File: src/rtl/gray_cal_pkg.sv
package gray_cal_pkg;

  localparam int NUM_COLOURS = 3;
  localparam int NUM_SLOTS   = 2 * NUM_COLOURS;
  localparam int SLOT_W      = $clog2(NUM_SLOTS + 1);
  localparam int COLOUR_W    = $clog2(NUM_COLOURS);

  typedef enum logic [1:0] {
    PH_IDLE,
    PH_BACK,
    PH_EVAL,
    PH_LOAD
  } phase_e;

  typedef struct packed {
    logic              backload;
    logic              evaluate;
    logic              load;
    logic [SLOT_W-1:0] slot;
  } seq_strobe_t;

  // Gain latches occupy the first NUM_COLOURS slots, dark latches the rest.
  function automatic logic [COLOUR_W-1:0] colourOf(input logic [SLOT_W-1:0] s);
    if (s >= SLOT_W'(NUM_COLOURS))
      return COLOUR_W'(s - SLOT_W'(NUM_COLOURS));
    else
      return COLOUR_W'(s);
  endfunction

endpackage

File: src/rtl/gray_cal_ctrl.sv
module gray_cal_ctrl
  import gray_cal_pkg::*;
(
  input  logic                   clk,
  input  logic                   rst_n,
  input  logic                   fieldStart,
  input  logic                   lineStrobe,
  output seq_strobe_t            strobe,
  output logic [NUM_COLOURS-1:0] chanOff,
  output logic                   windowOn
);

  localparam logic [SLOT_W-1:0] LAST_SLOT = SLOT_W'(NUM_SLOTS - 1);

  phase_e              phase;
  logic [SLOT_W-1:0]   lineIdx;
  logic                active;
  logic [COLOUR_W-1:0] curColour;

  always_ff @(posedge clk or negedge rst_n) begin
    if (!rst_n) begin
      phase   <= PH_IDLE;
      lineIdx <= '0;
      active  <= 1'b0;
    end else if (fieldStart) begin
      phase   <= PH_IDLE;
      lineIdx <= '0;
      active  <= 1'b1;
    end else begin
      unique case (phase)
        PH_IDLE: if (lineStrobe && active) phase <= PH_BACK;
        PH_BACK: phase <= PH_EVAL;
        PH_EVAL: phase <= PH_LOAD;
        PH_LOAD: begin
          phase   <= PH_IDLE;
          lineIdx <= lineIdx + SLOT_W'(1);
          if (lineIdx == LAST_SLOT) active <= 1'b0;
        end
        default: phase <= PH_IDLE;
      endcase
    end
  end

  always_comb begin
    strobe.backload = (phase == PH_BACK);
    strobe.evaluate = (phase == PH_EVAL);
    strobe.load     = (phase == PH_LOAD);
    strobe.slot     = lineIdx;
  end

  assign curColour = colourOf(lineIdx);
  assign windowOn  = active;

  for (genvar c = 0; c < NUM_COLOURS; c++) begin : g_chanOff
    assign chanOff[c] = active && (curColour != COLOUR_W'(c));
  end

endmodule

File: src/rtl/gray_cal_dp.sv
module gray_cal_dp
  import gray_cal_pkg::*;
#(
  parameter int DATA_W = 8,
  parameter int ADDR_W = 4
) (
  input  logic                        clk,
  input  logic                        rst_n,
  input  seq_strobe_t                 strobe,
  input  logic                        cmpAbove,
  input  logic                        cmpBelow,
  input  logic                        hostWe,
  input  logic [ADDR_W-1:0]           hostAddr,
  input  logic [DATA_W-1:0]           hostWdata,
  output logic [NUM_SLOTS*DATA_W-1:0] latchBus,
  output logic [DATA_W-1:0]           brightness,
  output logic [DATA_W-1:0]           contrast,
  output logic                        limitHigh,
  output logic                        limitLow,
  output logic [DATA_W-1:0]           loopCount,
  output logic                        loopsFrozen
);

  localparam logic [DATA_W-1:0] CODE_MAX  = '1;
  localparam logic [DATA_W-1:0] CODE_MID  = DATA_W'(1) << (DATA_W - 1);
  localparam logic [DATA_W-1:0] LIM_LO_RST = DATA_W'(16);
  localparam logic [DATA_W-1:0] LIM_HI_RST = CODE_MAX - DATA_W'(15);
  localparam logic [ADDR_W-1:0] ADDR_CTRL  = ADDR_W'(NUM_SLOTS);
  localparam logic [ADDR_W-1:0] ADDR_BRT   = ADDR_W'(NUM_SLOTS + 1);
  localparam logic [ADDR_W-1:0] ADDR_CON   = ADDR_W'(NUM_SLOTS + 2);
  localparam logic [ADDR_W-1:0] ADDR_LLO   = ADDR_W'(NUM_SLOTS + 3);
  localparam logic [ADDR_W-1:0] ADDR_LHI   = ADDR_W'(NUM_SLOTS + 4);

  logic [DATA_W-1:0] latchQ [NUM_SLOTS];
  logic [DATA_W-1:0] selLatch;
  logic [DATA_W-1:0] stepCount;
  logic [DATA_W-1:0] limLo;
  logic [DATA_W-1:0] limHi;

  // Per-slot latches: the sequencer write-back has priority over the host.
  for (genvar s = 0; s < NUM_SLOTS; s++) begin : g_latch
    always_ff @(posedge clk or negedge rst_n) begin
      if (!rst_n)
        latchQ[s] <= CODE_MID;
      else if (strobe.load && (strobe.slot == SLOT_W'(s)))
        latchQ[s] <= loopCount;
      else if (hostWe && (hostAddr == ADDR_W'(s)))
        latchQ[s] <= hostWdata;
    end
    assign latchBus[s*DATA_W +: DATA_W] = latchQ[s];
  end

  always_comb begin
    selLatch = '0;
    for (int s = 0; s < NUM_SLOTS; s++)
      if (strobe.slot == SLOT_W'(s)) selLatch = latchQ[s];
  end

  // Deadband step with saturation at both ends of the code range.
  always_comb begin
    stepCount = loopCount;
    if (cmpAbove && !cmpBelow && (loopCount != CODE_MAX))
      stepCount = loopCount + DATA_W'(1);
    else if (cmpBelow && !cmpAbove && (loopCount != '0))
      stepCount = loopCount - DATA_W'(1);
  end

  always_ff @(posedge clk or negedge rst_n) begin
    if (!rst_n)
      loopCount <= '0;
    else if (strobe.backload)
      loopCount <= selLatch;
    else if (strobe.evaluate && !loopsFrozen)
      loopCount <= stepCount;
  end

  always_ff @(posedge clk or negedge rst_n) begin
    if (!rst_n) begin
      loopsFrozen <= 1'b0;
      brightness  <= CODE_MID;
      contrast    <= CODE_MID;
      limLo       <= LIM_LO_RST;
      limHi       <= LIM_HI_RST;
    end else if (hostWe) begin
      unique case (hostAddr)
        ADDR_CTRL: loopsFrozen <= hostWdata[0];
        ADDR_BRT: begin
          brightness  <= hostWdata;
          loopsFrozen <= 1'b0;
        end
        ADDR_CON: begin
          contrast    <= hostWdata;
          loopsFrozen <= 1'b0;
        end
        ADDR_LLO: limLo <= hostWdata;
        ADDR_LHI: limHi <= hostWdata;
        default: ;
      endcase
    end
  end

  always_comb begin
    limitHigh = 1'b0;
    limitLow  = 1'b0;
    for (int g = 0; g < NUM_COLOURS; g++) begin
      if (latchQ[g] > limHi) limitHigh = 1'b1;
      if (latchQ[g] < limLo) limitLow  = 1'b1;
    end
  end

endmodule

File: src/rtl/gray_cal_top.sv
module gray_cal_top
  import gray_cal_pkg::*;
#(
  parameter int DATA_W = 8,
  parameter int ADDR_W = 4
) (
  input  logic                        clk,
  input  logic                        rst_n,
  input  logic                        fieldStart,
  input  logic                        lineStrobe,
  input  logic                        cmpAbove,
  input  logic                        cmpBelow,
  input  logic                        hostWe,
  input  logic [ADDR_W-1:0]           hostAddr,
  input  logic [DATA_W-1:0]           hostWdata,
  output logic [NUM_COLOURS-1:0]      chanOff,
  output logic [NUM_SLOTS*DATA_W-1:0] latchBus,
  output logic [DATA_W-1:0]           brightness,
  output logic [DATA_W-1:0]           contrast,
  output logic                        limitHigh,
  output logic                        limitLow
);

  seq_strobe_t       strobe;
  logic              windowOn;
  logic [DATA_W-1:0] loopCount;
  logic              loopsFrozen;

  gray_cal_ctrl u_ctrl (
    .clk        (clk),
    .rst_n      (rst_n),
    .fieldStart (fieldStart),
    .lineStrobe (lineStrobe),
    .strobe     (strobe),
    .chanOff    (chanOff),
    .windowOn   (windowOn)
  );

  gray_cal_dp #(
    .DATA_W (DATA_W),
    .ADDR_W (ADDR_W)
  ) u_dp (
    .clk         (clk),
    .rst_n       (rst_n),
    .strobe      (strobe),
    .cmpAbove    (cmpAbove),
    .cmpBelow    (cmpBelow),
    .hostWe      (hostWe),
    .hostAddr    (hostAddr),
    .hostWdata   (hostWdata),
    .latchBus    (latchBus),
    .brightness  (brightness),
    .contrast    (contrast),
    .limitHigh   (limitHigh),
    .limitLow    (limitLow),
    .loopCount   (loopCount),
    .loopsFrozen (loopsFrozen)
  );

endmodule

File: config.mk
export PLATFORM = sky130hd
export DESIGN_NAME = gray_cal_top
export DESIGN_NICKNAME = d
export VERILOG_FILES = /design/src/rtl/gray_cal_pkg.sv /design/src/rtl/gray_cal_ctrl.sv /design/src/rtl/gray_cal_dp.sv /design/src/rtl/gray_cal_top.sv
export SDC_FILE = /design/constraint.sdc
export NUM_CORES = 1
export LEC_CHECK = 0
export ABC_CLOCK_PERIOD_IN_PS = 2250
export BUFFER_PORTS_ARGS = -buffer_cell sky130_fd_sc_hd__buf_2
export CORE_UTILIZATION = 50
export CTS_CLUSTER_DIAMETER = 100
export DETAILED_ROUTE_END_ITERATION = 6
export PLACE_DENSITY = 0.81
export SKIP_CTS_REPAIR_TIMING = 1
export SLEW_MARGIN = 20
export SYNTH_ARGS = -nofsm -noshare
export SYNTH_HDL_FRONTEND = slang
export SYNTH_SLANG_ARGS = --single-unit
File: constraint.sdc
create_clock -name clk -period 2.25 [get_ports clk]
set_clock_uncertainty 0.05 [all_clocks]
set_input_delay 0.3375 -clock clk [delete_from_list [all_inputs] [get_ports clk]]
set_output_delay 0.3375 -clock clk [all_outputs]
set_load 0.01 [all_outputs]
==> results of run 1 <==
## cells by family (layout without fill, tap and decap cells)
kind of cell	after synthesis	count (layout)	synth area share, %
and+or+nand+nor	202	202	15.3
muxes	68	68	11.2
adders and majority gates	63	63	12.7
AOI/OAI and AO/OA	180	180	16.6
buffers and inverters	72	188	5.35
xor gates and xnor gates	5	5	0.698
DFF	95	95	38.2
## state kept, by name (all words and copies together) (netlist names)
| name | cells |
|---|---|
| u_ctrl.lineIdx | 3 |
| u_ctrl.phase | 2 |
| u_ctrl.windowOn | 1 |
| u_dp.brightness | 8 |
| u_dp.contrast | 8 |
| u_dp.latchBus | 48 |
| u_dp.limHi | 8 |
| u_dp.limLo | 8 |
| u_dp.loopCount | 8 |
| u_dp.loopsFrozen | 1 |
## where the power goes
group	switching, W	internal (W)	leakage [nW]	total [W]
combinational	0.00266	0.00220	2.42	0.00486
clock	0.000713	0.000989	0.161	0.00170
sequential	0.000479	0.00227	1.08	0.00275
## worst register-to-register path: cells and delay by family, from the launching register on
| kind | cells | cell delay, ps |
|---|---|---|
| AO/OA/AOI/OAI | 3 | 660 |
| adder cells (fa/ha/maj) | 1 | 270 |
| buffers and inverters | 2 | 270 |
| flip-flops | 1 | 390 |
| AND/OR/NAND/NOR | 4 | 650 |
## cells in the final DEF, fill, tap and decap left out, drive strengths merged, types with 4 or more instances in the layout
cell type / Yosys / routed
a21o: 11 / 11
a21oi: 72 / 72
buf: 21 / 144
clkbuf: 23 / 9
dfrtp: 82 / 82
dfstp: 13 / 13
ha: 62 / 62
inv: 27 / 30
mux2: 18 / 18
mux2i: 50 / 50
nand2: 73 / 73
nand2b: 9 / 9
nand3: 19 / 19
nand3b: 11 / 11
nand4: 5 / 5
nor2: 59 / 59
nor2b: 6 / 6
nor3: 6 / 6
o21a: 9 / 9
o21ai: 65 / 65
xnor2: 4 / 4
## stage by stage
stage               util (%)  worst slack, ps
CTS                     60.9             -422
floorplan                  -           -0.236
global placement        58.2            -36.9
finish                  64.7             -341
global route            64.7             -411
detailed placement      58.2            -44.0
## metal layers
layer  track usage (%)  up-vias
met2              44.0      279
met4              8.74        0
met1              37.6     2754
met5                 0        -
met3              5.42       39
li1                  -     2633
## worst max path at each step
stage | from | endpoint | slack (ps) | cells after the start
after floorplan | u_dp.loopCount[3] | u_dp.loopCount[6] | -0.2 | 11
after global placement | u_dp.limLo[4] | limitLow | -40 | 8
after detailed placement | u_dp.limLo[4] | limitLow | -40 | 7
after CTS | u_dp.limLo[4] | limitLow | -420 | 8
after global routing | u_dp.limLo[1] | limitLow | -410 | 8
final | u_dp.limLo[4] | limitLow | -340 | 7
## final cells by class
cell class	count	area, sq um
Clock inverter	7	100
Tap cell	168	210
Fill cell	982	4280
Sequential cell	95	2400
Multi-Input combinational cell	518	3890
Clock buffer	9	225
Timing Repair Buffer	144	897
Inverter	28	115
==> metrics.txt, run 1 <==
layout cell share with drive strength beyond 1 between 30% and 40%; DRT Pass-1 Iters 7; synthesized flop and latch total 95; H-tree Lvls 3; element type at the critical path end output port; first-pass GRT wire length between 20000 and 30000 microns; gp weighted congestion a little under 0.9; Buf+Inv Stages, Crit Path 2; post-layout minimum cycle time ~2600 ps; reg2reg start u_dp.loopCount[6]; vias per cell a little under 6; clk buf depth 2; CP Data Required Time about 1900 ps; max-cap violations 0; hpwl dp roughly 13000 microns; total track usage a little over a quarter; design area between 7000 and 8000 sq um; crit path max fanout 4; Post-synth top cells dfrtp_1, nand2_1, a21oi_1, ha_1, o21ai_0; IR drop worst, VDD 0.575 mV; hold slack -46.5 ps; Die ar. approximately 13000 sq um; cell with the most instances after synthesis dfrtp_1; pins over their slew limit 0; clk sinks 95; Overall Power 0.00932 W; Worst setup SP type flop; post-synthesis sequential area ratio 38.2%; largest net degree at the start of global routing 48; top cells by area, synth dfrtp_1, ha_1, mux2i_1, a21oi_1, dfstp_2; Met1 Wirelength 7800 microns; failing checks negative hold slack, negative setup slack; setup tns final -756 ps; DRC 0; slowest stage cell, crit path dfstp_2; Synth area leader dfrtp_1; Detailed Route Iter0 Violations 430; crit path DAT ~2200 ps; leakage 3.66 nW; cts bufs inserted 9; Syn Nets between 700 and 800; Ports between 80 and 90; Clock transition at path regs about 70 ps; diode count 0; FF-to-FF setup slack -120 ps; Post-synth EDFFs 0; top cell type's share of synthesized area between 30% and 40%; initial core utilization about half; WL final 18500 microns; Post-synth top flop dfrtp_1; worst reg2reg path depth 10; # setup viols final 3; total number of vias between 5000 and 6000; critical-path cell list inv_4 > ha_4 > nand2_2 > o21ai_2 > a2111oi_2 > or4_1 > buf_2; Die Wd 114 microns; Mapped Cells between 600 and 700; Worst-Skew Late Latency 350 ps; CTS root buffer clkbuf_16; met2 WL between 8000 and 9000 microns; Placed Cells incl. Taps roughly 940; Max Clk Rate 386 MHz; Worst Max-Slew Pin Slew between 600 and 700 ps; Setup WS post-layout -341 ps; port bufs 87; pwr dens about 1200 nW/um^2; Row Count 40; Detail Route Antenna Nets 0; nets roughly 880; grt total ovfl 0; met3 wire length between 1000 and 1500 microns; RSZ-0062 raised after global routing yes; Synthesis Warnings 0; Mapped Area roughly 6300 sq um; DR top layer met4; routed len/inst approximately 19 microns; CP Class flop to output port; syn_area_per_cell around 9.2 sq um; core area around 12000 sq um; post-route insts no fill ~970; CTS tree built; initial antenna violation count 0; FF-to-FF End u_dp.loopCount[5]; slowest stage delay, CP between 500 and 600 ps; crit share post-route 115%; placement-stage cell area around 7100 sq um; Max transition margin a little under three fifths; status complete, but fails checks; asr flop ratio synth 100%; Layout area overhead 24.9%; Yosys cell types 58; Fin. Hold Viols 35; Die Ht between 100 and 150 microns; number of global-route vias before repair roughly 5300; Crit path max-delay family simple AND/OR/NAND/NOR gates; Hold Crit Class input port to async pin
Note: power is estimated with default switching activity, not from simulation.
==> inputs of run 2 (changes only) <==
--- a/config.mk
+++ b/config.mk
@@ -11,6 +11,7 @@
 export CTS_CLUSTER_DIAMETER = 100
 export DETAILED_ROUTE_END_ITERATION = 6
 export PLACE_DENSITY = 0.81
+export RECOVER_POWER = 25
 export SKIP_CTS_REPAIR_TIMING = 1
 export SLEW_MARGIN = 20
 export SYNTH_ARGS = -nofsm -noshare
==> run 2 against run 1 <==
The run ends with negative setup slack left. Combinational power about the same. Clock power about the same. First-iteration DRC count down 2.1%. Sequential share of layout area up 0.069 points. Power about the same. Wire length up 0.19%. Critical path type unchanged. Critical endpoint unchanged. Highest routed layer unchanged.
==> metrics.txt, run 2 (same netlist as run 1, synthesis figures left out) <==
Die ar. 13000 sq um (unchanged); max FFs per register 48 (unchanged); vias per cell 5.90 (was 5.89); pre-CTS WS -44.0 ps (unchanged); clk sinks 95 (unchanged); element type at the critical path end output port (unchanged); core area 12100 sq um (unchanged); reg2reg start u_dp.loopCount[6] (unchanged); grt total ovfl 0 (unchanged); Reg power frac 29.6% (was 29.5%); nets 878 (unchanged); # setup viols final 4 (was 3); Max transition margin 18.6% (was 57.1%); commonest non-fill, non-tap cell in the layout buf_2 (unchanged); RSZ-0062 raised after global routing yes (unchanged); port bufs 87 (unchanged); crit share post-route 115% (about the same); FF-to-FF End u_dp.loopCount[5] (unchanged); Overall Power 0.00931 W (was 0.00932 W); failing checks negative setup slack (was negative hold slack, negative setup slack); hold slack 137 ps (was -46.5 ps); Row Count 40 (unchanged); DRT Pass-1 Iters 5 (was 7); layout cell share with drive strength beyond 1 32.0% (unchanged); Crit path max-delay family simple AND/OR/NAND/NOR gates (unchanged); slowest stage delay, CP 550 ps (about the same); Layout area overhead 24.7% (was 24.9%); crit path max fanout 4 (unchanged); CP Capture Point limitLow (unchanged); clk buf depth 2 (unchanged); most frequent cells in the layout buf_2, dfrtp_1, nand2_1 (unchanged); Comb power frac 52.1% (was 52.2%); total track usage 27.5% (unchanged); leakage 3.66 nW (about the same); diode count 0 (unchanged); clock power share 18.3% (about the same); P_sw 0.00385 W (about the same); Die Ht 114 microns (unchanged); critical-path cell list inv_4 > ha_4 > nand2_2 > o21ai_2 > a2111oi_2 > or4_1 > buf_2 (unchanged); Setup WS post-layout -341 ps (about the same); largest net degree at the start of global routing 48 (unchanged); initial core utilization 51.8% (unchanged); pins over their slew limit 0 (unchanged); Worst Max-Slew Pin Slew 1220 ps (was 643 ps); status complete, but fails checks (unchanged); pwr dens 1190 nW/um^2 (about the same); DRC 0 (unchanged); WL final 18600 microns (was 18500 microns); number of global-route vias before repair 5309 (unchanged); Clock transition at path regs 70 ps (about the same); worst reg2reg path depth 10 (unchanged); total number of vias 5717 (was 5705); slowest stage cell, crit path dfstp_2 (unchanged); switch share 41.4% (about the same); Detailed Route Iter0 Violations 421 (was 430); routed len/inst 19.2 microns (was 19.1 microns); CP Depth 7 (unchanged); CP Class flop to output port (unchanged); FF-to-FF setup slack -120 ps (about the same); initial antenna violation count 0 (unchanged); hpwl dp 12500 microns (unchanged); Hold Crit Class input port to flop (was input port to async pin); CP startpoint u_dp.limLo[4] (unchanged); first-pass GRT wire length 27500 microns (unchanged); Fin. Hold Viols 0 (was 35); Max Clk Rate 386 MHz (about the same); cts bufs inserted 9 (unchanged); max-cap violations 0 (unchanged); crit path DAT 2200 ps (about the same); post-layout minimum cycle time 2590 ps (about the same); internal power 0.00546 W (about the same); CTS root buffer clkbuf_16 (unchanged); Die Wd 114 microns (unchanged); IR drop worst, VDD 0.576 mV (was 0.575 mV); H-tree Lvls 3 (unchanged); Ports 88 (unchanged); gp weighted congestion 0.874 (unchanged); Worst setup SP type flop (unchanged); Fillers 985 (was 982); Detail Route Antenna Nets 0 (unchanged); CP Data Required Time 1860 ps (about the same); Buf+Inv Stages, Crit Path 2 (unchanged); CTS tree built (unchanged); Worst-Skew Late Latency 350 ps (about the same)
run 2: changes by cell type in the layout (fill, tap and decap cells not counted), sizes merged:
cell	previous run	this run
buf	144	142
clkbuf	9	11
run 2: cell type report:
type / count / area [sq um] / area share (%)
Multi-Input combinational cell: 518 / 3890 / 49.8
Sequential cell: 95 / 2400 / 30.7
Timing Repair Buffer: 144 / 880 / 11.2
Clock buffer: 9 / 225 / 2.88
Tap cell: 168 / 210 / 2.69
Inverter: 28 / 115 / 1.47
Clock inverter: 7 / 100 / 1.28
run 2: worst min path at each step:
stage	start	endpoint	slack, ps	cells past startpoint
after global routing	hostWe	u_dp.loopsFrozen	140	2
after global placement	rst_n	u_dp.limLo[7]	350	1
after CTS	rst_n	u_dp.limLo[7]	-20	1
final	hostWe	u_dp.loopsFrozen	140	2
after floorplan	rst_n	u_ctrl.lineIdx[0]	-8	0
after detailed placement	rst_n	u_dp.limLo[7]	350	1
run 2: power groups by stage:
stage / Clock, W / Combinational (W) / Sequential, W
2_1_floorplan: 0 / 0.00243 / 0.00284
3_3_place_gp: 0 / 0.00391 / 0.00271
3_5_place_dp: 0 / 0.00406 / 0.00272
4_1_cts: 0.00171 / 0.00409 / 0.00270
5_1_grt: 0.00176 / 0.00527 / 0.00280
6_report: 0.00170 / 0.00485 / 0.00275
run 2: routing by layer:
layer / global-route usage, % / vias up / part of all wire [%]
li1: - / 2629 / -
met1: 37.6 / 2761 / 43
met2: 44.0 / 294 / 47
met3: 5.42 / 33 / 7.8
met4: 8.74 / 0 / 2.6
met5: 0 / - / 0
run 2: through the flow:
step	TNS [ps]	instances	instance area [sq um]	util [%]
final	-757	969	7820	64.6
after global routing	-1100	969	7820	64.6
after CTS	-848	957	7380	60.9
after detailed placement	-76.3	941	7050	58.2
after global placement	-44.8	941	7050	58.2
after floorplan	-0.236	685	6280	-
run 2: worst reg2reg max path: cells and delay by family (launching register included):
family	cells	cell delay, ps
buf+inv	2	270
simple gates	4	650
fa+ha+maj	1	270
flops	1	390
compound gates	3	660
==> inputs of run 3 (changes only) <==
--- a/config.mk
+++ b/config.mk
@@ -5,12 +5,13 @@
 export SDC_FILE = /design/constraint.sdc
 export NUM_CORES = 1
 export LEC_CHECK = 0
+export ABC_AREA = 1
 export ABC_CLOCK_PERIOD_IN_PS = 2250
 export BUFFER_PORTS_ARGS = -buffer_cell sky130_fd_sc_hd__buf_2
 export CORE_UTILIZATION = 50
 export CTS_CLUSTER_DIAMETER = 100
 export DETAILED_ROUTE_END_ITERATION = 6
-export PLACE_DENSITY = 0.81
+export PLACE_DENSITY = 0.73
 export RECOVER_POWER = 25
 export SKIP_CTS_REPAIR_TIMING = 1
 export SLEW_MARGIN = 20
==> run 3 against run 2 <==
The flow still finishes with violations (negative setup slack). First-iteration DRC count increased by 14%. Sequential share of layout area increased by 0.10 points. Clock power decreased by 10%. Critical path depth increased by 2. Global-route usage increased by 3.0 points. Worst hold slack got worse by 8.1 ps. Wire length increased by 6.6%. Critical endpoint is now limitHigh.
==> metrics.txt, run 3 <==
syn_area_per_cell 7.55 sq um (was 9.16 sq um); CTS root buffer clkbuf_16 (unchanged); Worst-Skew Late Latency 350 ps (about the same); Detailed Route Iter0 Violations 479 (was 421); post-synthesis sequential area ratio 36.9% (was 38.2%); cts bufs inserted 9 (unchanged); top cells by area, synth dfrtp_1, nand2_1, ha_1, inv_1, dfstp_2 (was dfrtp_1, ha_1, mux2i_1, a21oi_1, dfstp_2); RSZ-0062 raised after global routing yes (unchanged); synthesized flop and latch total 95 (unchanged); core area 12600 sq um (was 12100 sq um); nets 1058 (was 878); commonest non-fill, non-tap cell in the layout nand2_1 (was buf_2); Crit path max-delay family flip-flops (was simple AND/OR/NAND/NOR gates); critical-path cell list inv_1 > ha_1 > nand2_1 > inv_1 > nand3_2 > a31oi_4 > o22ai_1 > nand3_1 > buf_2 (was inv_4 > ha_4 > nand2_2 > o21ai_2 > a2111oi_2 > or4_1 > buf_2); Yosys cell types 41 (was 58); total track usage 30.4% (was 27.5%); Buf+Inv Stages, Crit Path 3 (was 2); vias per cell 5.50 (was 5.90); slowest stage cell, crit path dfstp_2 (unchanged); Overall Power 0.00972 W (was 0.00931 W); Post-synth top flop dfrtp_1 (unchanged); element type at the critical path end output port (unchanged); top cell type's share of synthesized area 31.6% (was 32.7%); CP Data Required Time 1860 ps (about the same); H-tree Lvls 3 (unchanged); diode count 0 (unchanged); Met1 Wirelength 8540 microns (was 7910 microns); initial antenna violation count 0 (unchanged); number of global-route vias before repair 5972 (was 5309); DRC 0 (unchanged); IR drop worst, VDD 0.608 mV (was 0.576 mV); # setup viols final 1 (was 4); max-cap violations 0 (unchanged); CP dominant cell by count inv_1; pwr dens 1250 nW/um^2 (was 1190 nW/um^2); post-route insts no fill 1152 (was 969); Post-synth EDFFs 0 (unchanged); design area 7800 sq um (was 7820 sq um); max FFs per register 48 (unchanged); Detail Route Antenna Nets 0 (unchanged); total number of vias 6339 (was 5717); Mapped Area 6490 sq um (was 6270 sq um); Post-synth top cells nand2_1, inv_1, dfrtp_1, nor2_1 (was dfrtp_1, nand2_1, a21oi_1, ha_1, o21ai_0); Worst Max-Slew Pin Slew 1000 ps (was 1220 ps); CTS tree built (unchanged); status complete, but fails checks (unchanged); Mapped Cells 860 (was 685); pins over their slew limit 0 (unchanged); clk buf depth 2 (unchanged); port bufs 87 (unchanged); DRT Pass-1 Iters 7 (was 5); Setup WS post-layout -211 ps (was -341 ps); Worst setup SP type flop (unchanged); Clock transition at path regs 70 ps (about the same); Die Wd 116 microns (was 114 microns); clk sinks 95 (unchanged); met3 wire length 1110 microns (was 1440 microns); most frequent cells in the layout nand2_1, inv_1, buf_2 (was buf_2, dfrtp_1, nand2_1); Final Core Density 61.8% (was 64.6%); first-pass GRT wire length 30700 microns (was 27500 microns); leakage 3.94 nW (was 3.66 nW); WL final 19800 microns (was 18600 microns); Ports 88 (unchanged); Syn Nets 942 (was 767); Row Count 41 (was 40); hpwl dp 14700 microns (was 12500 microns); Layout area overhead 20.3% (was 24.7%); crit path DAT 2070 ps (was 2200 ps); Fillers 1163 (was 985); crit share post-route 109% (was 115%); Hold Crit Class input port to flop (unchanged); grt total ovfl 0 (unchanged); met2 WL 9400 microns (was 8750 microns); cell with the most instances after synthesis nand2_1 (was dfrtp_1); routed len/inst 17.2 microns (was 19.2 microns); Synthesis Warnings 0 (unchanged); placement-stage cell area 7250 sq um (was 7050 sq um); Max Clk Rate 406 MHz (was 386 MHz); crit path max fanout 4 (unchanged); gp weighted congestion 0.986 (was 0.874); Max transition margin 33.2% (was 18.6%); Synth area leader dfrtp_1 (unchanged); CP Class flop to output port (unchanged); Die ar. 13400 sq um (was 13000 sq um); largest net degree at the start of global routing 38 (was 48); Placed Cells incl. Taps 1129 (was 941); initial core utilization 51.4% (was 51.8%); asr flop ratio synth 100% (unchanged); DR top layer met4 (unchanged); Die Ht 116 microns (was 114 microns); slowest stage delay, CP 520 ps (was 550 ps); layout cell share with drive strength beyond 1 22.8% (was 32.0%); post-layout minimum cycle time 2460 ps (was 2590 ps); Fin. Hold Viols 0 (unchanged); failing checks negative setup slack (unchanged)
run 3: cell type report:
| type | instances | area, sq um | share of cell area [%] |
|---|---|---|---|
| clock inverter | 5 | 57.6 | 0.737 |
| clock buffer | 10 | 229 | 2.93 |
| tap | 172 | 215 | 2.76 |
| sequential | 95 | 2400 | 30.8 |
| timing repair buffer | 127 | 739 | 9.47 |
| multi-input combinational | 605 | 3640 | 46.6 |
| inverter | 138 | 527 | 6.75 |
run 3: final timing paths:
kind                                     endpoint              start  slack [ps]  depth (start not counted)
worst max-delay path                    limitHigh      u_dp.limHi[6]        -210                          9
worst min-delay path              u_ctrl.phase[0]         fieldStart         130                          2
worst max register to register  u_dp.loopCount[5]  u_dp.loopCount[2]         210                         13
worst min register to register   u_dp.contrast[2]   u_dp.contrast[2]         430                          2
max in group asynchronous        u_dp.latchBus[6]              rst_n         270                          3
min in group asynchronous           u_dp.limLo[2]              rst_n         630                          2
run 3: power breakdown:
group / internal, W / switching (W)
Combinational: 0.00207 / 0.00321
Clock: 0.000858 / 0.000673
Sequential: 0.00232 / 0.000583
run 3: metal layers:
metal	track usage [%]	vias to the layer above
met1	39.2	2980
met5	0	-
met3	5.60	53
met4	14.1	0
li1	-	3078
met2	49.7	228
run 3: logic make-up (layout without fill, tap and decap cells):
group	Yosys count	after routing	share of synthesized area [%]
XOR/XNOR	3	3	0.405
AND/OR/NAND/NOR	351	351	23.0
multiplexers	2	2	0.347
AO/OA/AOI/OAI	186	186	16.7
flip-flops	95	95	36.9
buffers and inverters	160	280	10.4
adder cells (fa/ha/maj)	63	63	12.3
run 3: through the flow:
step | hold WS, ps | worst slack, ps | setup TNS (ps)
after floorplan | -8.09 | 110 | 0
after global placement | 294 | 136 | 0
after detailed placement | 295 | 63.7 | 0
after CTS | -72.8 | -177 | -304
after global routing | 151 | -249 | -413
final | 129 | -211 | -211
